--- src/rtl/irqa_pkg.sv ---
package irqa_pkg;
  localparam int NUM_LVL   = 7;
  localparam int LVL_W     = 3;
  localparam int VEC_W     = 8;
  localparam int FC_W      = 3;
  localparam logic [FC_W-1:0]  FC_IACK   = 3'b111;
  localparam logic [FC_W-1:0]  FC_IDLE   = 3'b000;
  localparam logic [VEC_W-1:0] AUTO_BASE = 8'd24;
  localparam logic [VEC_W-1:0] SPUR_VEC  = 8'd24;

  typedef enum logic [0:0] {
    SEQ_IDLE = 1'b0,
    SEQ_ACK  = 1'b1
  } seq_state_t;
endpackage

--- src/rtl/irqa_prio_enc.sv ---
module irqa_prio_enc #(
  parameter int NLVL = 7,
  parameter int LW   = 3
) (
  input  logic [NLVL-1:0] req_n,
  output logic [LW-1:0]   level
);
  logic [NLVL-1:0] act;
  logic [NLVL-1:0] win;
  logic [NLVL:0]   above;

  assign act         = ~req_n;
  assign above[NLVL] = 1'b0;

  genvar g;
  generate
    for (g = NLVL - 1; g >= 0; g--) begin : g_chain
      assign win[g]   = act[g] & ~above[g+1];
      assign above[g] = above[g+1] | act[g];
    end
  endgenerate

  always_comb begin
    level = '0;
    for (int i = 0; i < NLVL; i++) begin
      if (win[i]) level = level | LW'(i + 1);
    end
  end
endmodule

--- src/rtl/irqa_take_gate.sv ---
module irqa_take_gate #(
  parameter int NLVL = 7,
  parameter int LW   = 3
) (
  input  logic [LW-1:0] level,
  input  logic [LW-1:0] mask,
  output logic          take
);
  localparam logic [LW-1:0] NMI_LVL = LW'(NLVL);

  logic pending;
  logic above_mask;
  logic non_maskable;

  always_comb begin
    pending      = (level != '0);
    above_mask   = (level > mask);
    non_maskable = (level == NMI_LVL);
    take         = pending & (above_mask | non_maskable);
  end
endmodule

--- src/rtl/irqa_ack_seq.sv ---
module irqa_ack_seq
  import irqa_pkg::*;
#(
  parameter int TIMEOUT = 64,
  parameter int LW      = 3,
  parameter int VW      = 8
) (
  input  logic          clk,
  input  logic          rst_n,
  input  logic          take_i,
  input  logic [LW-1:0] level_i,
  input  logic          dtack_n,
  input  logic          vpa_n,
  input  logic [VW-1:0] data_i,
  output logic [2:0]    fc_o,
  output logic [LW-1:0] addr_o,
  output logic          sr_wr_o,
  output logic [LW-1:0] sr_mask_o,
  output logic          sr_super_o,
  output logic          done_o,
  output logic [VW-1:0] vec_o,
  output logic [VW+1:0] vec_addr_o
);
  localparam int CNT_W = (TIMEOUT > 2) ? $clog2(TIMEOUT) : 1;
  localparam logic [CNT_W-1:0] CNT_LAST = CNT_W'(TIMEOUT - 1);

  seq_state_t      state_q, state_d;
  logic [LW-1:0]   lvl_q, lvl_d;
  logic [CNT_W-1:0] cnt_q, cnt_d;
  logic [VW-1:0]   vec_q, vec_d;
  logic            done_q, done_d;
  logic            srwr_q, srwr_d;
  logic            lvl_en, vec_en, cnt_en;

  always_comb begin
    state_d = state_q;
    lvl_d   = lvl_q;
    cnt_d   = cnt_q;
    vec_d   = vec_q;
    done_d  = 1'b0;
    srwr_d  = 1'b0;
    lvl_en  = 1'b0;
    vec_en  = 1'b0;
    cnt_en  = 1'b0;
    unique case (state_q)
      SEQ_IDLE: begin
        if (take_i) begin
          state_d = SEQ_ACK;
          lvl_d   = level_i;
          lvl_en  = 1'b1;
          cnt_d   = '0;
          cnt_en  = 1'b1;
          srwr_d  = 1'b1;
        end
      end
      SEQ_ACK: begin
        cnt_d  = cnt_q + 1'b1;
        cnt_en = 1'b1;
        if (!dtack_n) begin
          vec_d   = data_i;
          vec_en  = 1'b1;
          done_d  = 1'b1;
          state_d = SEQ_IDLE;
        end else if (!vpa_n) begin
          vec_d   = AUTO_BASE + VW'(lvl_q);
          vec_en  = 1'b1;
          done_d  = 1'b1;
          state_d = SEQ_IDLE;
        end else if (cnt_q == CNT_LAST) begin
          vec_d   = SPUR_VEC;
          vec_en  = 1'b1;
          done_d  = 1'b1;
          state_d = SEQ_IDLE;
        end
      end
      default: state_d = SEQ_IDLE;
    endcase
  end

  always_ff @(posedge clk or negedge rst_n) begin
    if (!rst_n) begin
      state_q <= SEQ_IDLE;
      done_q  <= 1'b0;
      srwr_q  <= 1'b0;
    end else begin
      state_q <= state_d;
      done_q  <= done_d;
      srwr_q  <= srwr_d;
    end
  end

  always_ff @(posedge clk or negedge rst_n) begin
    if (!rst_n) begin
      lvl_q <= '0;
    end else if (lvl_en) begin
      lvl_q <= lvl_d;
    end
  end

  always_ff @(posedge clk or negedge rst_n) begin
    if (!rst_n) begin
      cnt_q <= '0;
    end else if (cnt_en) begin
      cnt_q <= cnt_d;
    end
  end

  always_ff @(posedge clk or negedge rst_n) begin
    if (!rst_n) begin
      vec_q <= '0;
    end else if (vec_en) begin
      vec_q <= vec_d;
    end
  end

  assign fc_o       = (state_q == SEQ_ACK) ? FC_IACK : FC_IDLE;
  assign addr_o     = (state_q == SEQ_ACK) ? lvl_q : '0;
  assign sr_wr_o    = srwr_q;
  assign sr_mask_o  = lvl_q;
  assign sr_super_o = srwr_q;
  assign done_o     = done_q;
  assign vec_o      = vec_q;
  assign vec_addr_o = {vec_q, 2'b00};
endmodule

--- src/rtl/irq_level_ack.sv ---
module irq_level_ack
  import irqa_pkg::*;
#(
  parameter int TIMEOUT = 64
) (
  input  logic                 clk,
  input  logic                 rst_n,
  input  logic [NUM_LVL-1:0]   irq_n,
  input  logic [LVL_W-1:0]     mask_i,
  input  logic                 dtack_n,
  input  logic                 vpa_n,
  input  logic [VEC_W-1:0]     data_i,
  output logic [FC_W-1:0]      fc_o,
  output logic [LVL_W-1:0]     addr_o,
  output logic                 sr_wr_o,
  output logic [LVL_W-1:0]     sr_mask_o,
  output logic                 sr_super_o,
  output logic                 done_o,
  output logic [VEC_W-1:0]     vec_o,
  output logic [VEC_W+1:0]     vec_addr_o
);
  logic [LVL_W-1:0] level;
  logic             take;

  irqa_prio_enc #(.NLVL(NUM_LVL), .LW(LVL_W)) u_enc (
    .req_n (irq_n),
    .level (level)
  );

  irqa_take_gate #(.NLVL(NUM_LVL), .LW(LVL_W)) u_gate (
    .level (level),
    .mask  (mask_i),
    .take  (take)
  );

  irqa_ack_seq #(.TIMEOUT(TIMEOUT), .LW(LVL_W), .VW(VEC_W)) u_seq (
    .clk        (clk),
    .rst_n      (rst_n),
    .take_i     (take),
    .level_i    (level),
    .dtack_n    (dtack_n),
    .vpa_n      (vpa_n),
    .data_i     (data_i),
    .fc_o       (fc_o),
    .addr_o     (addr_o),
    .sr_wr_o    (sr_wr_o),
    .sr_mask_o  (sr_mask_o),
    .sr_super_o (sr_super_o),
    .done_o     (done_o),
    .vec_o      (vec_o),
    .vec_addr_o (vec_addr_o)
  );
endmodule

--- config.mk ---
export PLATFORM = sky130hd
export DESIGN_NAME = irq_level_ack
export DESIGN_NICKNAME = d
export VERILOG_FILES = /design/src/rtl/irqa_pkg.sv /design/src/rtl/irqa_prio_enc.sv /design/src/rtl/irqa_take_gate.sv /design/src/rtl/irqa_ack_seq.sv /design/src/rtl/irq_level_ack.sv
export SDC_FILE = /design/constraint.sdc
export NUM_CORES = 1
export LEC_CHECK = 0
export ABC_AREA = 0
export BUFFER_PORTS_ARGS = -buffer_cell sky130_fd_sc_hd__buf_4
export CORE_MARGIN = 8
export CORE_UTILIZATION = 46
export CTS_CLUSTER_DIAMETER = 50
export DETAILED_ROUTE_END_ITERATION = 12
export PLACE_DENSITY_LB_ADDON = 0.15
export SYNTH_ARGS = -nofsm -noshare
export SYNTH_HDL_FRONTEND = slang
export SYNTH_SLANG_ARGS = --single-unit
--- constraint.sdc ---
create_clock -name clk -period 1.85 [get_ports clk]
set_input_delay 0.37 -clock clk [delete_from_list [all_inputs] [get_ports clk]]
set_output_delay 0.37 -clock clk [all_outputs]
set_load 0.01 [all_outputs]
==> key figures, run 1 <==
Finish
  – Fill cell count: 207
  – Final #Nets: 201
  – Layout cell share with drive strength beyond 1: 47.1%
  – Fin cells: 204
  – Diodes inserted: 0
  – Final core occ: 67.4%
  – Area growth syn-to-layout: 40.7%

Clock tree
  – CTS tree: yes
  – Root Driver: clkbuf_4
  – Clock latency on the worst-skew pair: 290 ps
  – Clock buffer depth: 2
  – CTS Sinks: 20
  – CTS H-Tree Depth: 1
  – Clk pin slew, worst setup/hold paths: 110 ps
  – CTS Buf Count: 3

STA
  – Final hold slack: 314 ps
  – Slew Limit Headroom: 63.3%
  – RSZ-0062 raised after global routing: no
  – Final hold vios: 0
  – Slew @ Worst Pin: 551 ps
  – Clock skew: 3.87 ps
  – Fin crit period: 1810 ps
  – Fmax: 0.554 GHz
  – # setup viols final: 0
  – Final worst path period share: 97.7%
  – Pins Over Slew Limit: 0
  – Fin Setup TNS: 0 ps

Synthesis
  – Post-synth EDFFs: 0
  – Post-Synth Simple-Gate Area: 17.0%
  – Multiplexer share of the synthesized area: 5.11%
  – Main combinational cell family by area after synthesis: simple AND/OR/NAND/NOR gates
  – Ys flop type: dfrtp_1
  – Post-Syn Area: 1180 sq um
  – Register area share after synthesis: 42.6%
  – Asr flop ratio synth: 100%
  – XOR/XNOR Fraction of Synth Area: 2.23%
  – Ys Warns: 0
  – Register bit total from synthesis: 20
  – Post-synth cell types: 33
  – Syn Area/Cell: 9.64 sq um
  – Adder-cell share of the synthesized area: 4.26%
  – Synth Area in Compound Gates: 14.4%
  – Cell count after synthesis: 122

Route
  – Routed WL: 3.01 mm
  – Drt pass-1 iters: 4
  – Via count: 1,051
  – Drt initial violations: 34
  – Post-route ant nets: 0
  – DRC violations left: 0
  – Routed length per instance: 14.8 um
  – Routed vias/inst: 5.15

Setup path
  – Reg2reg start: u_seq.cnt_q[0]$_DFFE_PN0P_
  – Critical Path Sink Type: flip-flop
  – Req. time, crit path: 2040 ps
  – RR Endpoint: u_seq.vec_o[7]$_DFFE_PN0P_
  – FF-to-FF path depth: 7
  – CP Class: in2reg
  – Crit start category: primary input
  – CP max FO: 3
  – WP data arrival: 2000 ps
  – R2R setup slack: 230 ps
  – CP endpoint: u_seq.sr_mask_o[1]$_DFFE_PN0P_
  – Crit path launch: irq_n[4]

Run
  – Max-cap viol count: 0

Hold path
  – Hold path cells: 3
  – Hold Crit Class: in2reg

Global route
  – GRT overflow: 0
  – Gr usage total: 13.4%
  – Initial antenna violation count: 0
  – First-pass GRT wire length: 4.75 mm
  – Largest net degree at the start of global routing: 21
  – Vias in the first global route: 1,079

Floorplan
  – FP Rows: 18
  – Die width: 66.6 um
  – Initial Util: 47.9%
  – Die Ht: 66.6 um
  – I/O pin total: 52
  – Total core area: 2450 sq um
  – Die area: 4430 sq um

Placement
  – Placed cell count: 197
  – PortBufs: 49
  – Dpl hpwl: 2.39 mm
  – Routability Congestion: 0.768

Power and ir drop
  – Power density over the cells: 1100 nW/um^2
  – Leakage: 0.825 nW
  – Peak VDD IR: 0.000665 V
  – Final total power: 0.00182 W

Status
  – Status: finished, final reports clean
==> logic make-up after synthesis <==
logic type / after synthesis
xor+xnor: 3
mux: 5
other cells: 1
compound gates: 23
flops: 20
buf+inv: 30
simple gates: 36
fa+ha+maj: 4
==> power breakdown <==
group / leakage [nW] / internal (W) / switching, W
Combinational: 0.560 / 0.000485 / 0.000368
Sequential: 0.244 / 0.000569 / 0.000141
Clock: 0.0210 / 0.000120 / 0.000134
Total: 0.825 / 0.00117 / 0.000644
==> flip-flops by register name (all words and copies together), names as in the netlist <==
signal and count:
u_seq.sr_super_o 1, u_seq.vec_o 8, u_seq.done_o 1, u_seq.sr_mask_o 3, u_seq.state_q 1, u_seq.cnt_q 6
==> cell type report <==
type / count / area, sq um / share of cell area [%]
Multi-Input combinational cell: 73 / 549 / 33.2
Timing Repair Buffer: 64 / 483 / 29.2
Clock buffer: 4 / 36.3 / 2.19
Tap cell: 30 / 37.5 / 2.27
Sequential cell: 20 / 500 / 30.2
Inverter: 13 / 48.8 / 2.95
==> worst min-delay path by stage <==
stage / start / end / slack (ps)
2_1_floorplan: rst_n / u_seq.cnt_q[0]$_DFFE_PN0P_ / 70
3_3_place_gp: rst_n / u_seq.cnt_q[1]$_DFFE_PN0P_ / 260
3_5_place_dp: rst_n / u_seq.cnt_q[0]$_DFFE_PN0P_ / 260
4_1_cts: data_i[6] / u_seq.vec_o[6]$_DFFE_PN0P_ / 320
5_1_grt: data_i[5] / u_seq.vec_o[5]$_DFFE_PN0P_ / 320
6_report: data_i[6] / u_seq.vec_o[6]$_DFFE_PN0P_ / 310
==> placed cells by master, fill, tap and decap left out, types with 2 or more instances in the layout <==
cell,instances
o21ai_0,5
nand3b_1,3
nand2b_1,2
a21oi_1,3
and2_1,3
nor3b_1,2
nand2_1,7
dfrtp_1,20
a31oi_1,2
conb_1,2
clkbuf_4,3
o22ai_1,3
inv_1,12
nor2_1,5
a22o_1,4
o21ai_2,2
mux2_2,4
nand3_1,7
ha_1,3
buf_4,63
and3_4,3
xnor2_1,2
==> synth_stat cells (4+ instances only) <==
cell | n | area [sq um]
mux2_2 | 4 | 45.0
inv_1 | 12 | 45.0
o21ai_0 | 6 | 30.0
buf_4 | 14 | 105
nor2_1 | 5 | 18.8
nand2_1 | 7 | 26.3
ha_1 | 4 | 50.1
dfrtp_1 | 20 | 500
a22o_1 | 4 | 35.0
nand3_1 | 7 | 35.0
==> through the flow <==
| step | cell area (sq um) | worst slack, ps |
|---|---|---|
| finish | 1660 | 43.4 |
| global route | 1660 | 5.58 |
| CTS | 1610 | 3.56 |
| detailed placement | 1560 | -358 |
| global placement | 1560 | -279 |
| floorplan | 1180 | -248 |
==> worst max-delay path: stages <==
cell,delay (ps)
buf_4,90
and4_4,230
o21ai_2,50
and3_4,190
ha_4,230
and3_4,150
o21ai_4,180
and3_4,220
mux2_4,290
==> routing by layer <==
layer | GRT usage, % | vias to the layer above | wire length, um
li1 | - | 509 | -
met5 | 0 | - | 0
met1 | 13.8 | 509 | 1150
met2 | 24.7 | 31 | 1650
met3 | 3.52 | 2 | 181
met4 | 5.60 | 0 | 27
==> repair_timing <==
| item | CTS | global route |
|---|---|---|
| resized for setup | 0 | 5 |
| pin swaps | 3 | 5 |
| hold endpoints to repair | 20 | 0 |
| setup buffers | 1 | 1 |
| hold buffers | 1 | 0 |
| setup endpoints to repair | 1 | 3 |
Note: power is estimated with default switching activity, not from simulation.
==> run 2, diff against run 1 <==
- ABC_AREA: 0 -> 1
- CORE_UTILIZATION: 46 -> 47
==> run 2 against run 1 <==
Cell count increased by 5.4%. Worst hold slack improved by 20 ps. First-iteration DRC count unchanged. Via count up 2.5%. Clock skew decreased by 1.7 ps. Utilization is 4.9 points lower. Total power rose by 0.88%. Global-route usage is 0.96 points lower. Largest cell class unchanged. Largest power group unchanged.
==> key figures, run 2 <==
Setup path
  – CP Class: reg2out
  – Crit start category: flip-flop
  – Req. time, crit path: 1480 ps
  – Critical Path Sink Type: primary output
  – CP max FO: 12
  – WP data arrival: 1220 ps

Power and ir drop
  – Power density over the cells: 1190 nW/um^2
  – Peak VDD IR: 0.000711 V
  – Leakage: 0.861 nW

Finish
  – Final instance area: 1540 sq um
  – Area growth syn-to-layout: 26.4%
  – Register area: 500 sq um
  – Commonest non-fill, non-tap cells in the layout: buf_4 (50), nand2_1 (40), dfrtp_1 (20)
  – Diodes inserted: 0
  – Layout cell share with drive strength beyond 1: 37.8%
  – Fill cell count: 230
  – Area of the multi-input gates: 529 sq um
  – Final #Nets: 213
  – Commonest non-fill, non-tap cell in the layout: buf_4
  – Max FFs per register: 8

Global route
  – GRT overflow: 0
  – Initial antenna violation count: 0
  – Gr usage total: 12.5%
  – Largest net degree at the start of global routing: 21
  – First-pass GRT wire length: 4.40 mm
  – Vias in the first global route: 994

Synthesis
  – Asr flop ratio synth: 100%
  – Biggest area consumer among synthesized cells: dfrtp_1
  – Ys flop type: dfrtp_1
  – Post-Syn Area: 1210 sq um
  – Commonest cells post-synth: nand2_1 (40), dfrtp_1 (20), inv_1 (16), buf_4 (15)
  – Main combinational cell family by area after synthesis: simple AND/OR/NAND/NOR gates
  – Multiplexer share of the synthesized area: 0%
  – Adder-cell share of the synthesized area: 4.12%
  – Top-count cell post-synth: nand2_1
  – Cell count after synthesis: 147
  – Post-synth EDFFs: 0
  – Post-synth cell types: 24
  – Top cells by area, synth: dfrtp_1 (41%), nand2_1 (12%), buf_4 (9.3%)
  – Syn Area/Cell: 8.26 sq um
  – Synth top area share: 41.2%
  – Post-Synth Simple-Gate Area: 26.6%
  – Register area share after synthesis: 41.2%
  – Synth Area in Compound Gates: 10.8%
  – Ys Warns: 0
  – XOR/XNOR Fraction of Synth Area: 1.44%
  – Register bit total from synthesis: 20

Run
  – Max-cap viol count: 0

Route
  – DRC violations left: 0
  – Drt initial violations: 34
  – Via count: 1,077
  – Routed length per instance: 12.6 um
  – Drt pass-1 iters: 4
  – Post-route ant nets: 0
  – Routed WL: 2.71 mm
  – Routed vias/inst: 5.01

Clock tree
  – CTS resizes: 0
  – Clock latency on the worst-skew pair: 290 ps
  – CTS Buf Count: 3
  – CTS H-Tree Depth: 1
  – CTS Sinks: 20
  – CTS tree: yes
  – Root Driver: clkbuf_4
  – Clk pin slew, worst setup/hold paths: 100 ps
  – Clock buffer depth: 2

Placement
  – Dpl hpwl: 2.18 mm
  – Post-Place Setup Slack: -12.8 ps
  – Placed Instance Area: 1500 sq um
  – Routability Congestion: 0.803
  – PortBufs: 49

Status
  – Status: finished, final reports clean

Floorplan
  – FP Rows: 18
  – Die width: 66.8 um
  – Die Ht: 66.8 um
  – Initial Util: 49.5%
  – Total core area: 2450 sq um
  – I/O pin total: 52
  – Die area: 4470 sq um

STA
  – Fin crit period: 1590 ps
  – Fmax: 0.630 GHz
  – Pins Over Slew Limit: 0
  – Clock skew: 2.15 ps
  – RSZ-0062 raised after global routing: no
  – Final worst path period share: 85.8%
  – Final hold slack: 334 ps
  – Final hold vios: 0
  – # setup viols final: 0
  – Worst setup margin: 262 ps

Hold path
  – Hold Crit Class: in2reg
run 2: final cells by class:
cell class / count / area share, %
timing repair buffer: 51 / 25.1
tap: 30 / 2.44
multi-input combinational: 95 / 34.5
clock buffer: 3 / 1.47
sequential: 20 / 32.6
inverter: 16 / 3.91
run 2: power by group:
group          leakage (nW)  internal (W)  total (W)  switching, W
clock network        0.0138     0.0000756   0.000193      0.000118
logic                 0.594      0.000450   0.000903      0.000453
registers             0.253      0.000581   0.000737      0.000156
run 2: worst max-delay path, cell delays in order, from the launching register on:
cell	delay, ps
dfrtp_1	650
nand2_1	100
inv_1	70
buf_4	110
run 2: final timing paths:
kind,slack [ps],to,cells after the start,from
setup / recovery,260,addr_o[1],3,u_seq.state_q$_DFF_PN0_
hold / removal,330,u_seq.vec_o[4]$_DFFE_PN0P_,3,data_i[4]
setup reg to reg,360,u_seq.vec_o[5]$_DFFE_PN0P_,8,u_seq.cnt_q[0]$_DFFE_PN0P_
hold reg to reg,510,u_seq.cnt_q[4]$_DFFE_PN0P_,2,u_seq.cnt_q[4]$_DFFE_PN0P_
max in group asynchronous,1170,u_seq.vec_o[1]$_DFFE_PN0P_,2,rst_n
min in group asynchronous,480,u_seq.vec_o[3]$_DFFE_PN0P_,2,rst_n
run 2: cell families after synthesis:
group                      after synthesis
and+or+nand+nor                         69
buffers and inverters                   33
xor gates and xnor gates                 2
DFF                                     20
adders and majority gates                4
other                                    1
AOI/OAI and AO/OA                       18
run 2: timing repair:
| item | in CTS | in global routing |
|---|---|---|
| hold buffers | 1 | 0 |
| endpoints found under the hold margin | 20 | 0 |
| buffers inserted | 0 | 0 |
run 2: per-layer routing:
layer  vias up  global-route usage, %  part of all wire, %
met1       493                   13.6                   40
met4         0                   5.60                  1.4
met3         4                   4.19                   11
met2        47                   21.1                   47
li1        533                      -                    -
met5         -                      0                    0
run 2: metrics by stage:
stage	util [%]	TNS, ps	instances	power [W]
CTS	62.5	0	215	0.00186
finish	62.5	0	215	0.00183
global placement	61.2	0	211	0.00164
global route	62.5	0	215	0.00198
detailed placement	61.2	-39.5	211	0.00166
floorplan	-	0	148	0.00131
==> run 3, diff against run 2 <==
- SYNTH_HIERARCHICAL: not set -> 1
==> run 3 against run 2 <==
Total power down 0.48%. Via count up 6.7%. Critical path depth did not move. Die area grew 2.3%. Fmax decreased by 5.6%. Register-to-register slack better by 110 ps. Clock skew barely moved. Setup slack worse by 95 ps. Sequential power shrank 1%. Synthesized area up 3.0%. Non-clock buffer count grew 4. First-iteration DRC count grew 100%. Critical path type unchanged.
==> key figures, run 3 <==
Status
  – Status: finished, final reports clean

Synthesis
  – Register bit total from synthesis: 20
  – Cell count after synthesis: 157
  – Top cells by area, synth: dfrtp_1 (40%), nand2_1 (13%), nand3_1 (11%)
  – Commonest cells post-synth: nand2_1 (44), nand3_1 (28), dfrtp_1 (20), buf_4 (15), inv_1 (15)
  – Ys flop type: dfrtp_1
  – Synth top area share: 40.0%
  – Ys Warns: 6
  – Register area share after synthesis: 40.0%
  – Post-synth EDFFs: 0
  – Syn Area/Cell: 7.97 sq um
  – Post-synth cell types: 27
  – Biggest area consumer among synthesized cells: dfrtp_1
  – Post-Syn Area: 1250 sq um
  – Asr flop ratio synth: 100%
  – Top-count cell post-synth: nand2_1

Setup path
  – CP max FO: 13
  – RR Endpoint: u_seq/cnt_q[5]$_DFFE_PN0P_
  – CP max-delay cell: dfrtp_1
  – Req. time, crit path: 1480 ps
  – Crit start category: flip-flop
  – Reg2reg start: u_seq/state_q$_DFF_PN0_
  – Crit path cell chain: nand2_1 > inv_1 > buf_4
  – Critical Path Sink Type: primary output
  – WP data arrival: 1310 ps
  – R2R setup slack: 470 ps
  – Crit path launch: u_seq/state_q$_DFF_PN0_
  – Worst path max stage delay: 710 ps
  – FF-to-FF path depth: 5
  – CP Class: reg2out

Hold path
  – Min-delay src: data_i[6]
  – Hold endpoint: u_seq/vec_o[6]$_DFFE_PN0P_
  – Hold Crit Class: in2reg
  – Hold path cells: 3

Clock tree
  – CTS Sinks: 20
  – CTS Buf Count: 3
  – Post-CTS setup buffer count: 0
  – Clock buffer depth: 2
  – Clock latency on the worst-skew pair: 300 ps
  – CTS tree: yes
  – CTS resizes: 0
  – Clk pin slew, worst setup/hold paths: 120 ps
  – CTS H-Tree Depth: 1
  – Root Driver: clkbuf_4

Route
  – DRC violations left: 0
  – Post-route ant nets: 0
  – Routed length per instance: 13.9 um
  – Drt pass-1 iters: 4
  – Routed vias/inst: 5.00
  – Drt initial violations: 69
  – Routed WL: 3.20 mm
  – Via count: 1,149

Power and ir drop
  – Sequential power share: 39.9%
  – Leakage: 0.924 nW
  – Final total power: 0.00182 W
  – Power density over the cells: 1130 nW/um^2
  – Logic pwr share: 45.6%
  – Clock power frac: 14.5%
  – Sw Ratio: 39.3%
  – P_int: 0.00111 W
  – Net switching power: 0.000717 W
  – Peak VDD IR: 0.000843 V

Finish
  – Layout cell share with drive strength beyond 1: 36.5%
  – Max FFs per register: 8
  – Commonest non-fill, non-tap cells in the layout: buf_4 (54), nand2_1 (44), nand3_1 (28)
  – Diodes inserted: 0
  – Commonest non-fill, non-tap cell in the layout: buf_4
  – Final core occ: 64.6%
  – Final #Nets: 227
  – Area growth syn-to-layout: 29.1%

STA
  – Pins Over Slew Limit: 0
  – Slew @ Worst Pin: 545 ps
  – Slew Limit Headroom: 63.7%
  – Fin crit period: 1680 ps
  – # setup viols final: 0
  – Final worst path period share: 91.0%
  – Clock skew: 2.23 ps
  – Final hold vios: 0
  – Fmax: 0.594 GHz
  – RSZ-0062 raised after global routing: no

Placement
  – PortBufs: 49
  – Dpl hpwl: 2.60 mm
  – Routability Congestion: 0.861

Global route
  – First-pass GRT wire length: 5.16 mm
  – Initial antenna violation count: 0
  – Vias in the first global route: 1,179
  – Gr usage total: 14.6%
  – GRT overflow: 0
  – Largest net degree at the start of global routing: 21

Floorplan
  – Die width: 67.6 um
  – FP Rows: 18
  – Die Ht: 67.6 um
  – Initial Util: 50.1%
  – I/O pin total: 52
  – Total core area: 2500 sq um
  – Die area: 4570 sq um

Run
  – Max-cap viol count: 0
run 3: changes by cell type after synthesis, sizes merged, moves of 2 or more:
cell and delta:
a22oi -2, o21ai -8, nand2 +7, nand3 +18
nand4 -5, nor2 -3
run 3: metal layers:
layer | vias up | GRT usage [%] | routed length [um]
met5 | - | 0 | 0
met4 | 0 | 7.05 | 45
met3 | 4 | 2.81 | 205
met2 | 40 | 25.8 | 1630
met1 | 532 | 16.3 | 1320
li1 | 573 | - | -
run 3: stage by stage:
stage | hold slack (ps) | instance area (sq um) | worst slack (ps) | setup TNS [ps] | instances
floorplan | 74.4 | 1250 | 155 | 0 | 158
global placement | 257 | 1570 | 2.81 | 0 | 225
detailed placement | 263 | 1570 | -117 | -560 | 225
CTS | 278 | 1620 | 133 | 0 | 230
global route | 282 | 1620 | 35.9 | 0 | 230
finish | 291 | 1620 | 167 | 0 | 230
run 3: worst max-delay path, delay by kind of cell (launching register included):
family	cells	cell delay [ps]
buffers and inverters	2	190
DFF	1	710
and+or+nand+nor	1	110
run 3: final cells by class:
type	count	area (sq um)
clock buffers	4	36.3
fillers	212	885
inverters	18	67.6
multi-input cells	103	558
flip-flops and latches	20	500
well taps	30	37.5
repair buffers	55	415
run 3: kinds of logic after synthesis:
family	synth area share, %
AND/OR/NAND/NOR	34.5
other	0.300
buffers and inverters	15.7
AO/OA/AOI/OAI	5.50
flip-flops	40.0
adder cells (fa/ha/maj)	4.00
run 3: how the worst max path moves through the flow:
| stage | endpoint | slack, ps | cells after the start |
|---|---|---|---|
| global route | addr_o[2] | 40 | 3 |
| global placement | u_seq/state_q$_DFF_PN0_ | 3 | 12 |
| finish | addr_o[2] | 170 | 3 |
| detailed placement | u_seq/cnt_q[5]$_DFFE_PN0P_ | -120 | 17 |
| floorplan | u_seq/cnt_q[5]$_DFFE_PN0P_ | 160 | 14 |
| CTS | addr_o[2] | 130 | 3 |
run 3: power by group through the flow:
stage / combinational, W / clock [W] / sequential (W)
final: 0.000832 / 0.000265 / 0.000727
after global routing: 0.000916 / 0.000283 / 0.000753
after CTS: 0.000846 / 0.000267 / 0.000730
after detailed placement: 0.000842 / 0 / 0.000739
after global placement: 0.000829 / 0 / 0.000727
after floorplan: 0.000499 / 0 / 0.000729
run 3: repair_timing:
| item | 4_1_cts | 5_1_grt |
|---|---|---|
| hold buffers | 1 | 0 |
| endpoints found under the hold margin | 20 | 0 |
| endpoints found under the setup margin | 0 | 0 |
